==> src/rtl/mwa_pkg.sv <==
package mwa_pkg;
  localparam int OFS_W  = 10;
  localparam int GROUPS = 128;

  typedef enum logic [1:0] {S_IDLE = 2'd0, S_BUSY = 2'd1, S_RESP = 2'd2} mwa_state_t;

  // Map code per 4-byte group: 0 unmapped, 1 byte, 2 half, 3 word
  function automatic logic [1:0] default_code(input int g);
    case (g / 16)
      0:       return 2'd1;
      1:       return 2'd2;
      2:       return 2'd3;
      3:       return 2'd0;
      default: return 2'd1;
    endcase
  endfunction

  function automatic logic [2*GROUPS-1:0] default_map();
    logic [2*GROUPS-1:0] m;
    m = '0;
    for (int g = 0; g < GROUPS; g++) m[2*g +: 2] = default_code(g);
    return m;
  endfunction

  // Data mask for a size code
  function automatic logic [31:0] mask_of(input logic [1:0] s);
    case (s)
      2'd0:    return 32'h0000_00ff;
      2'd1:    return 32'h0000_ffff;
      default: return 32'hffff_ffff;
    endcase
  endfunction

  // Shift left by one piece of the given size
  function automatic logic [31:0] shl_piece(input logic [31:0] v, input logic [1:0] s);
    case (s)
      2'd0:    return {v[23:0], 8'h00};
      2'd1:    return {v[15:0], 16'h0000};
      default: return 32'h0;
    endcase
  endfunction

  // Top piece of a left-justified register, right-justified
  function automatic logic [31:0] top_piece(input logic [31:0] v, input logic [1:0] s);
    case (s)
      2'd0:    return {24'h0, v[31:24]};
      2'd1:    return {16'h0, v[31:16]};
      default: return v;
    endcase
  endfunction
endpackage

==> src/rtl/mwa_width_lut.sv <==
module mwa_width_lut #(
  parameter int GROUPS = 128,
  parameter logic [2*GROUPS-1:0] MAP = '0,
  localparam int GW = $clog2(GROUPS)
) (
  input  logic [GW-1:0] grp,
  output logic [1:0]    code
);
  logic [1:0] tbl [GROUPS];

  for (genvar g = 0; g < GROUPS; g++) begin : g_tbl
    assign tbl[g] = MAP[2*g +: 2];
  end

  assign code = tbl[grp];
endmodule

==> src/rtl/mwa_plan.sv <==
module mwa_plan
  import mwa_pkg::*;
#(
  parameter int OW = 10
) (
  input  logic [OW-1:0] ofs,
  input  logic [1:0]    size,
  input  logic          we,
  input  logic [31:0]   wdata,
  input  logic [1:0]    code,
  output logic          err,
  output logic [1:0]    nat_sz,
  output logic [OW-1:0] start,
  output logic [2:0]    pieces,
  output logic          narrow,
  output logic [4:0]    shift,
  output logic [31:0]   shreg_init
);
  logic [OW-1:0] amask;
  logic [1:0]    off;
  logic [2:0]    sh_bytes;
  logic          mis;

  always_comb begin
    case (code)
      2'd3:    nat_sz = 2'd2;
      2'd2:    nat_sz = 2'd1;
      default: nat_sz = 2'd0;
    endcase
    case (nat_sz)
      2'd2:    amask = OW'(3);
      2'd1:    amask = OW'(1);
      default: amask = '0;
    endcase
    mis = (size == 2'd3) || (size == 2'd1 && ofs[0]) || (size == 2'd2 && ofs[1:0] != 2'b00);
    err = ofs[OW-1] || (code == 2'd0) || mis;
    narrow = (size < nat_sz);
    pieces = narrow ? 3'd1 : (3'd1 << (size - nat_sz));
    start = narrow ? (ofs & ~amask) : ofs;
    off = ofs[1:0] & amask[1:0];
    sh_bytes = narrow ? ((3'd1 << nat_sz) - (3'd1 << size) - {1'b0, off}) : 3'd0;
    shift = {sh_bytes[1:0], 3'b000};
    if (!we) shreg_init = '0;
    else begin
      case (size)
        2'd0:    shreg_init = {wdata[7:0], 24'h0};
        2'd1:    shreg_init = {wdata[15:0], 16'h0};
        default: shreg_init = wdata;
      endcase
    end
  end
endmodule

==> src/rtl/mwa_seq.sv <==
module mwa_seq
  import mwa_pkg::*;
#(
  parameter int OW = 10
) (
  input  logic          clk,
  input  logic          rst,
  input  logic          up_valid,
  input  logic          up_we,
  input  logic [1:0]    up_size,
  input  logic [31:0]   up_wdata,
  input  logic          p_err,
  input  logic [1:0]    p_nat,
  input  logic [OW-1:0] p_start,
  input  logic [2:0]    p_pieces,
  input  logic          p_narrow,
  input  logic [4:0]    p_shift,
  input  logic [31:0]   p_shreg,
  output logic          up_ready,
  output logic          up_err,
  output logic [31:0]   up_rdata,
  output logic          dn_req,
  output logic          dn_we,
  output logic [1:0]    dn_size,
  output logic [OW-1:0] dn_addr,
  output logic [31:0]   dn_wdata,
  input  logic          dn_ack,
  input  logic [31:0]   dn_rdata
);
  mwa_state_t    st;
  logic [OW-1:0] cur;
  logic [1:0]    nsz, szq;
  logic          we_q, narrow_q, wrph;
  logic [2:0]    left;
  logic [31:0]   shreg, acc, wd_q;
  logic [4:0]    sh;
  logic [31:0]   acc_n, extract, merged;
  logic [OW-1:0] next_addr;

  always_comb begin
    acc_n     = shl_piece(acc, nsz) | (dn_rdata & mask_of(nsz));
    extract   = (dn_rdata >> sh) & mask_of(szq);
    merged    = (dn_rdata & ~(mask_of(szq) << sh)) | (wd_q << sh);
    next_addr = cur + OW'(3'd1 << nsz);
  end

  always_ff @(posedge clk) begin
    if (rst) begin
      st <= S_IDLE;
      cur <= '0; nsz <= '0; szq <= '0;
      we_q <= 1'b0; narrow_q <= 1'b0; wrph <= 1'b0;
      left <= '0; shreg <= '0; acc <= '0; wd_q <= '0; sh <= '0;
      up_ready <= 1'b0; up_err <= 1'b0; up_rdata <= '0;
      dn_req <= 1'b0; dn_we <= 1'b0; dn_size <= '0; dn_addr <= '0; dn_wdata <= '0;
    end else begin
      up_ready <= 1'b0;
      case (st)
        S_IDLE: if (up_valid) begin
          szq <= up_size; nsz <= p_nat; narrow_q <= p_narrow; we_q <= up_we;
          sh <= p_shift; wd_q <= up_wdata & mask_of(up_size);
          acc <= '0; wrph <= 1'b0; left <= p_pieces; cur <= p_start;
          if (p_err) begin
            st <= S_RESP; up_ready <= 1'b1; up_err <= 1'b1; up_rdata <= '0;
          end else begin
            st <= S_BUSY; up_err <= 1'b0;
            dn_req <= 1'b1; dn_addr <= p_start; dn_size <= p_nat;
            dn_we <= up_we && !p_narrow;
            dn_wdata <= p_narrow ? 32'h0 : top_piece(p_shreg, p_nat);
            shreg <= shl_piece(p_shreg, p_nat);
          end
        end
        S_BUSY: if (dn_ack) begin
          if (narrow_q) begin
            if (we_q && !wrph) begin
              wrph <= 1'b1; dn_we <= 1'b1; dn_wdata <= merged;
            end else begin
              dn_req <= 1'b0; dn_we <= 1'b0; st <= S_RESP; up_ready <= 1'b1;
              up_rdata <= we_q ? 32'h0 : extract;
            end
          end else if (left == 3'd1) begin
            dn_req <= 1'b0; dn_we <= 1'b0; st <= S_RESP; up_ready <= 1'b1;
            up_rdata <= we_q ? 32'h0 : acc_n;
          end else begin
            left <= left - 3'd1; acc <= acc_n;
            cur <= next_addr; dn_addr <= next_addr;
            dn_wdata <= top_piece(shreg, nsz); shreg <= shl_piece(shreg, nsz);
          end
        end
        default: st <= S_IDLE;
      endcase
    end
  end
endmodule

==> src/rtl/mwa_adapter.sv <==
module mwa_adapter
  import mwa_pkg::*;
#(
  parameter int ADDR_W = 16,
  parameter logic [2*GROUPS-1:0] WIDTH_MAP = mwa_pkg::default_map(),
  localparam int GW = $clog2(GROUPS)
) (
  input  logic              clk,
  input  logic              rst,
  input  logic              up_valid,
  input  logic              up_we,
  input  logic [1:0]        up_size,
  input  logic [ADDR_W-1:0] up_addr,
  input  logic [31:0]       up_wdata,
  output logic              up_ready,
  output logic              up_err,
  output logic [31:0]       up_rdata,
  output logic              dn_req,
  output logic              dn_we,
  output logic [1:0]        dn_size,
  output logic [OFS_W-1:0]  dn_addr,
  output logic [31:0]       dn_wdata,
  input  logic              dn_ack,
  input  logic [31:0]       dn_rdata
);
  logic [OFS_W-1:0] ofs;
  logic [1:0]       code, p_nat;
  logic             p_err, p_narrow;
  logic [OFS_W-1:0] p_start;
  logic [2:0]       p_pieces;
  logic [4:0]       p_shift;
  logic [31:0]      p_shreg;

  assign ofs = up_addr[OFS_W-1:0];

  mwa_width_lut #(.GROUPS(GROUPS), .MAP(WIDTH_MAP)) u_lut (
    .grp(ofs[GW+1:2]), .code(code)
  );

  mwa_plan #(.OW(OFS_W)) u_plan (
    .ofs(ofs), .size(up_size), .we(up_we), .wdata(up_wdata), .code(code),
    .err(p_err), .nat_sz(p_nat), .start(p_start), .pieces(p_pieces),
    .narrow(p_narrow), .shift(p_shift), .shreg_init(p_shreg)
  );

  mwa_seq #(.OW(OFS_W)) u_seq (
    .clk(clk), .rst(rst), .up_valid(up_valid), .up_we(up_we), .up_size(up_size),
    .up_wdata(up_wdata), .p_err(p_err), .p_nat(p_nat), .p_start(p_start),
    .p_pieces(p_pieces), .p_narrow(p_narrow), .p_shift(p_shift), .p_shreg(p_shreg),
    .up_ready(up_ready), .up_err(up_err), .up_rdata(up_rdata),
    .dn_req(dn_req), .dn_we(dn_we), .dn_size(dn_size), .dn_addr(dn_addr),
    .dn_wdata(dn_wdata), .dn_ack(dn_ack), .dn_rdata(dn_rdata)
  );
endmodule

==> config.mk <==
export PLATFORM = sky130hd
export DESIGN_NAME = mwa_adapter
export DESIGN_NICKNAME = d
export VERILOG_FILES = /design/src/rtl/mwa_pkg.sv /design/src/rtl/mwa_width_lut.sv /design/src/rtl/mwa_plan.sv /design/src/rtl/mwa_seq.sv /design/src/rtl/mwa_adapter.sv
export SDC_FILE = /design/constraint.sdc
export NUM_CORES = 1
export LEC_CHECK = 0
export BUFFER_PORTS_ARGS = -buffer_cell sky130_fd_sc_hd__buf_2
export CAP_MARGIN = 25
export CELL_PAD_IN_SITES_DETAIL_PLACEMENT = 1
export CELL_PAD_IN_SITES_GLOBAL_PLACEMENT = 1
export CORE_ASPECT_RATIO = 1.1
export CORE_MARGIN = 2
export CORE_UTILIZATION = 25
export DETAILED_ROUTE_END_ITERATION = 10
export PLACE_DENSITY_LB_ADDON = 0.05
export SYNTH_ARGS = -nofsm -noshare
export SYNTH_HDL_FRONTEND = slang
export SYNTH_HIERARCHICAL = 1
export SYNTH_SLANG_ARGS = --single-unit
export TNS_END_PERCENT = 100
==> constraint.sdc <==
create_clock -name clk -period 2.7 [get_ports clk]
set_input_delay 0.27 -clock clk [delete_from_list [all_inputs] [get_ports clk]]
set_output_delay 0.27 -clock clk [all_outputs]
set_load 0.005 [all_outputs]
==> results.md <==
* Average wire per standard cell at 27.3 um
* Clk_skew at approximately 19 ps
* Pwr dens at 463 mW/mm2
* HP Class: in -> reg
* Core Util, Final at 30.9%
* Period utilization at 94.4%
* Number of port buffers at 160
* Starting density of the core at 25.1%
* Commonest cells after routing, fill and taps aside: 234 x nand2_1, 181 x buf_4, 181 x dfxtp_1, 175 x a21oi_1, 159 x buf_2
* Die width at 230 um
* Final count of negative-setup-slack endpoints at 0
* Clock root cell: clkbuf_16
* TritonCTS clock tree: built
* Core Region at 0.0558 mm2
* Remaining antenna violation count after routing at 0
* Maximum VDD drop at 445 uV
* First-pass GRT wire length at 109000 um
* Commonest register cell after synthesis: dfxtp_1
* Final WL at 74500 um
* #FFs+latches synth at approximately 190
* CTS sink cnt at 187
* Die area at around 0.058 mm2
* Critical Path AT at roughly 3000 ps
* Vias/cell at 5.61
* I/O pin count at 167
* Worst setup EP type: register
* EDFF count, synth at 0
* CTS max path bufs at 2
* DRT Pass-1 Iters at 6
* Nets at 2066
* LEAKAGE at 6.44 nW
* CTS Buf Count at 17
* Vias at about 15000
* Gr ovfl total at 0
* Vias in the first global route at 15530
* Final hold violations at 0
* Synth cell types at 80
* Slew headroom at 48.0%
* # rows at 91
* Non-filler cells, final at 2724
* Status: finished clean
* Initial antenna violation count at 0
* Commonest non-fill, non-tap cell in the layout: nand2_1
* Total track usage at 25.4%
* FMAX at 392 MHz
* Skew-Pair Late Insertion Delay at 510 ps
* GP Congestion at between 0.8 and 0.9
* Sequential-to-total area share from yosys stat at approximately a quarter
* Worst slew pin tran at 777 ps
* Syn Std Cell Area at 0.0140 mm2
* Layout Area Growth over Synthesis at 22.8%
* Clk slew on worst S/H paths at 90 ps
* Max-Cap Viols at 0
* Min Tclk post-route at 2550 ps
* Detail Placement HPWL at 57300 um
* Largest net degree at the start of global routing at 90
* RSZ-0062 raised after global routing: false
* Ys Warns at 6
* Synthesized area per cell at around 7.9 um2
* Layout cell share with drive strength beyond 1 at 25.4%
* CP Launch Type: register
* Max-slew violation count at 0
* Placed instance count at 2686
* CP max FO at 10
* Setup TNS at 0 ps
* WS Path Type: reg -> reg
* Async S/R FF share, synth at 0%
* Remaining DRCs at 0
* Hold_buf cts at 0
* Die Y at 252 um
* H-tree levels at 4
* Number of DRC markers in iteration 0 at roughly 1200
* WP data required at 3070 ps
* Syn Inst Count at 1776
[state kept, by name, summed over array words and instances, names as in the netlist]
| register | count |
|---|---|
| u_seq/acc | 24 |
| u_seq/cur | 10 |
| u_seq/dn_addr | 10 |
| u_seq/dn_req | 1 |
| u_seq/dn_size | 2 |
| u_seq/dn_wdata | 32 |
| u_seq/dn_we | 1 |
| u_seq/left | 3 |
| u_seq/narrow_q | 1 |
| u_seq/nsz | 2 |
| u_seq/sh | 5 |
| u_seq/shreg | 24 |
| u_seq/st | 2 |
| u_seq/szq | 2 |
| u_seq/up_err | 1 |
| u_seq/up_rdata | 32 |
| u_seq/up_ready | 1 |
| u_seq/wd_q | 32 |
| u_seq/we_q | 1 |
| u_seq/wrph | 1 |
[cell families after synthesis]
family                     Yosys count  synth area share, %
adders and majority gates           12                 1.18
muxes                              184                 19.1
buffers and inverters              212                 6.92
DFF                                187                 26.7
xor gates and xnor gates             5                0.312
AOI/OAI and AO/OA                  573                 26.3
other                                1               0.0267
and+or+nand+nor                    602                 19.5
[cell type report]
type                       instances  area [um2]
antenna                            2        5.00
sequential                       187        3760
clock inverter                     9        90.1
fill                            6689       38600
multi-input combinational       1379        9390
timing repair buffer             358        2510
inverter                          24        90.1
tap                              744         931
clock buffer                      21         450
[path summary, 6_finish.rpt]
| path | depth (start not counted) | from | endpoint | slack (ps) |
|---|---|---|---|---|
| setup / recovery | 8 | u_seq/sh[0]$_SDFFE_PP0P_ | u_seq/dn_wdata[13]$_SDFFE_PP0P_ | 150 |
| hold / removal | 3 | up_wdata[2] | u_seq/wd_q[2]$_SDFFE_PP0P_ | 60 |
| setup reg to reg | 8 | u_seq/sh[0]$_SDFFE_PP0P_ | u_seq/dn_wdata[13]$_SDFFE_PP0P_ | 150 |
| hold reg to reg | 2 | u_seq/up_rdata[1]$_SDFFE_PP0P_ | u_seq/up_rdata[1]$_SDFFE_PP0P_ | 440 |
[layer usage]
| layer | global-route usage (%) | part of all wire, % |
|---|---|---|
| met5 | 0 | 0 |
| met4 | 9.79 | 3.4 |
| met3 | 3.50 | 4.6 |
| met2 | 42.1 | 47 |
| met1 | 33.4 | 45 |
[critical path: stages (launching register included)]
cell       delay [ps]
dfxtp_4           390
buf_4             210
mux4_2            570
buf_4             180
a22o_1            230
a211oi_2          210
o2bb2ai_1         250
a221oi_1          300
nor3_1             70
[power breakdown]
| part | internal, mW | leakage (nW) | switching [mW] | total, mW |
|---|---|---|---|---|
| clock | 1.29 | 0.262 | 1.26 | 2.55 |
| combinational | 0.934 | 4.65 | 1.43 | 2.36 |
| sequential | 2.89 | 1.52 | 0.175 | 3.06 |
| total | 5.11 | 6.44 | 2.87 | 7.98 |
[metrics by stage]
stage / power (mW) / cell area [um2] / worst slack (ps) / hold WS, ps
CTS: 8.06 / 17200 / 78.4 / 16.9
floorplan: 4.37 / 14000 / 8.87 / 406
global placement: 5.44 / 16600 / -319 / 432
global route: 8.37 / 17200 / 3.62 / 69.3
detailed placement: 5.45 / 16600 / -288 / 436
finish: 7.98 / 17200 / 151 / 58.1
[cells in the mapped netlist, types with 16 or more instances]
cell,number,area [um2]
o22ai_1,22,138
a31oi_1,24,150
a22oi_1,28,210
a211oi_1,35,263
o21ai_0,121,606
o211ai_1,18,135
nand3_1,70,350
and3_1,16,100
buf_1,30,113
buf_4,20,150
dfxtp_1,187,3740
buf_2,23,115
mux2i_1,103,1030
nor2_1,145,544
inv_1,20,75.1
a222oi_1,16,160
nor3_1,46,230
a221oi_1,24,210
mux4_2,60,1350
a21oi_1,176,881
mux2_2,17,191
clkbuf_1,106,398
nand2_1,236,886
[what timing repair did]
action | CTS | global route
resized for setup | 3 | 4
setup buffers | 5 | 1
gates cloned | 0 | 0
setup endpoints to repair | 1 | 7
Power figures use the tool's default switching activity.
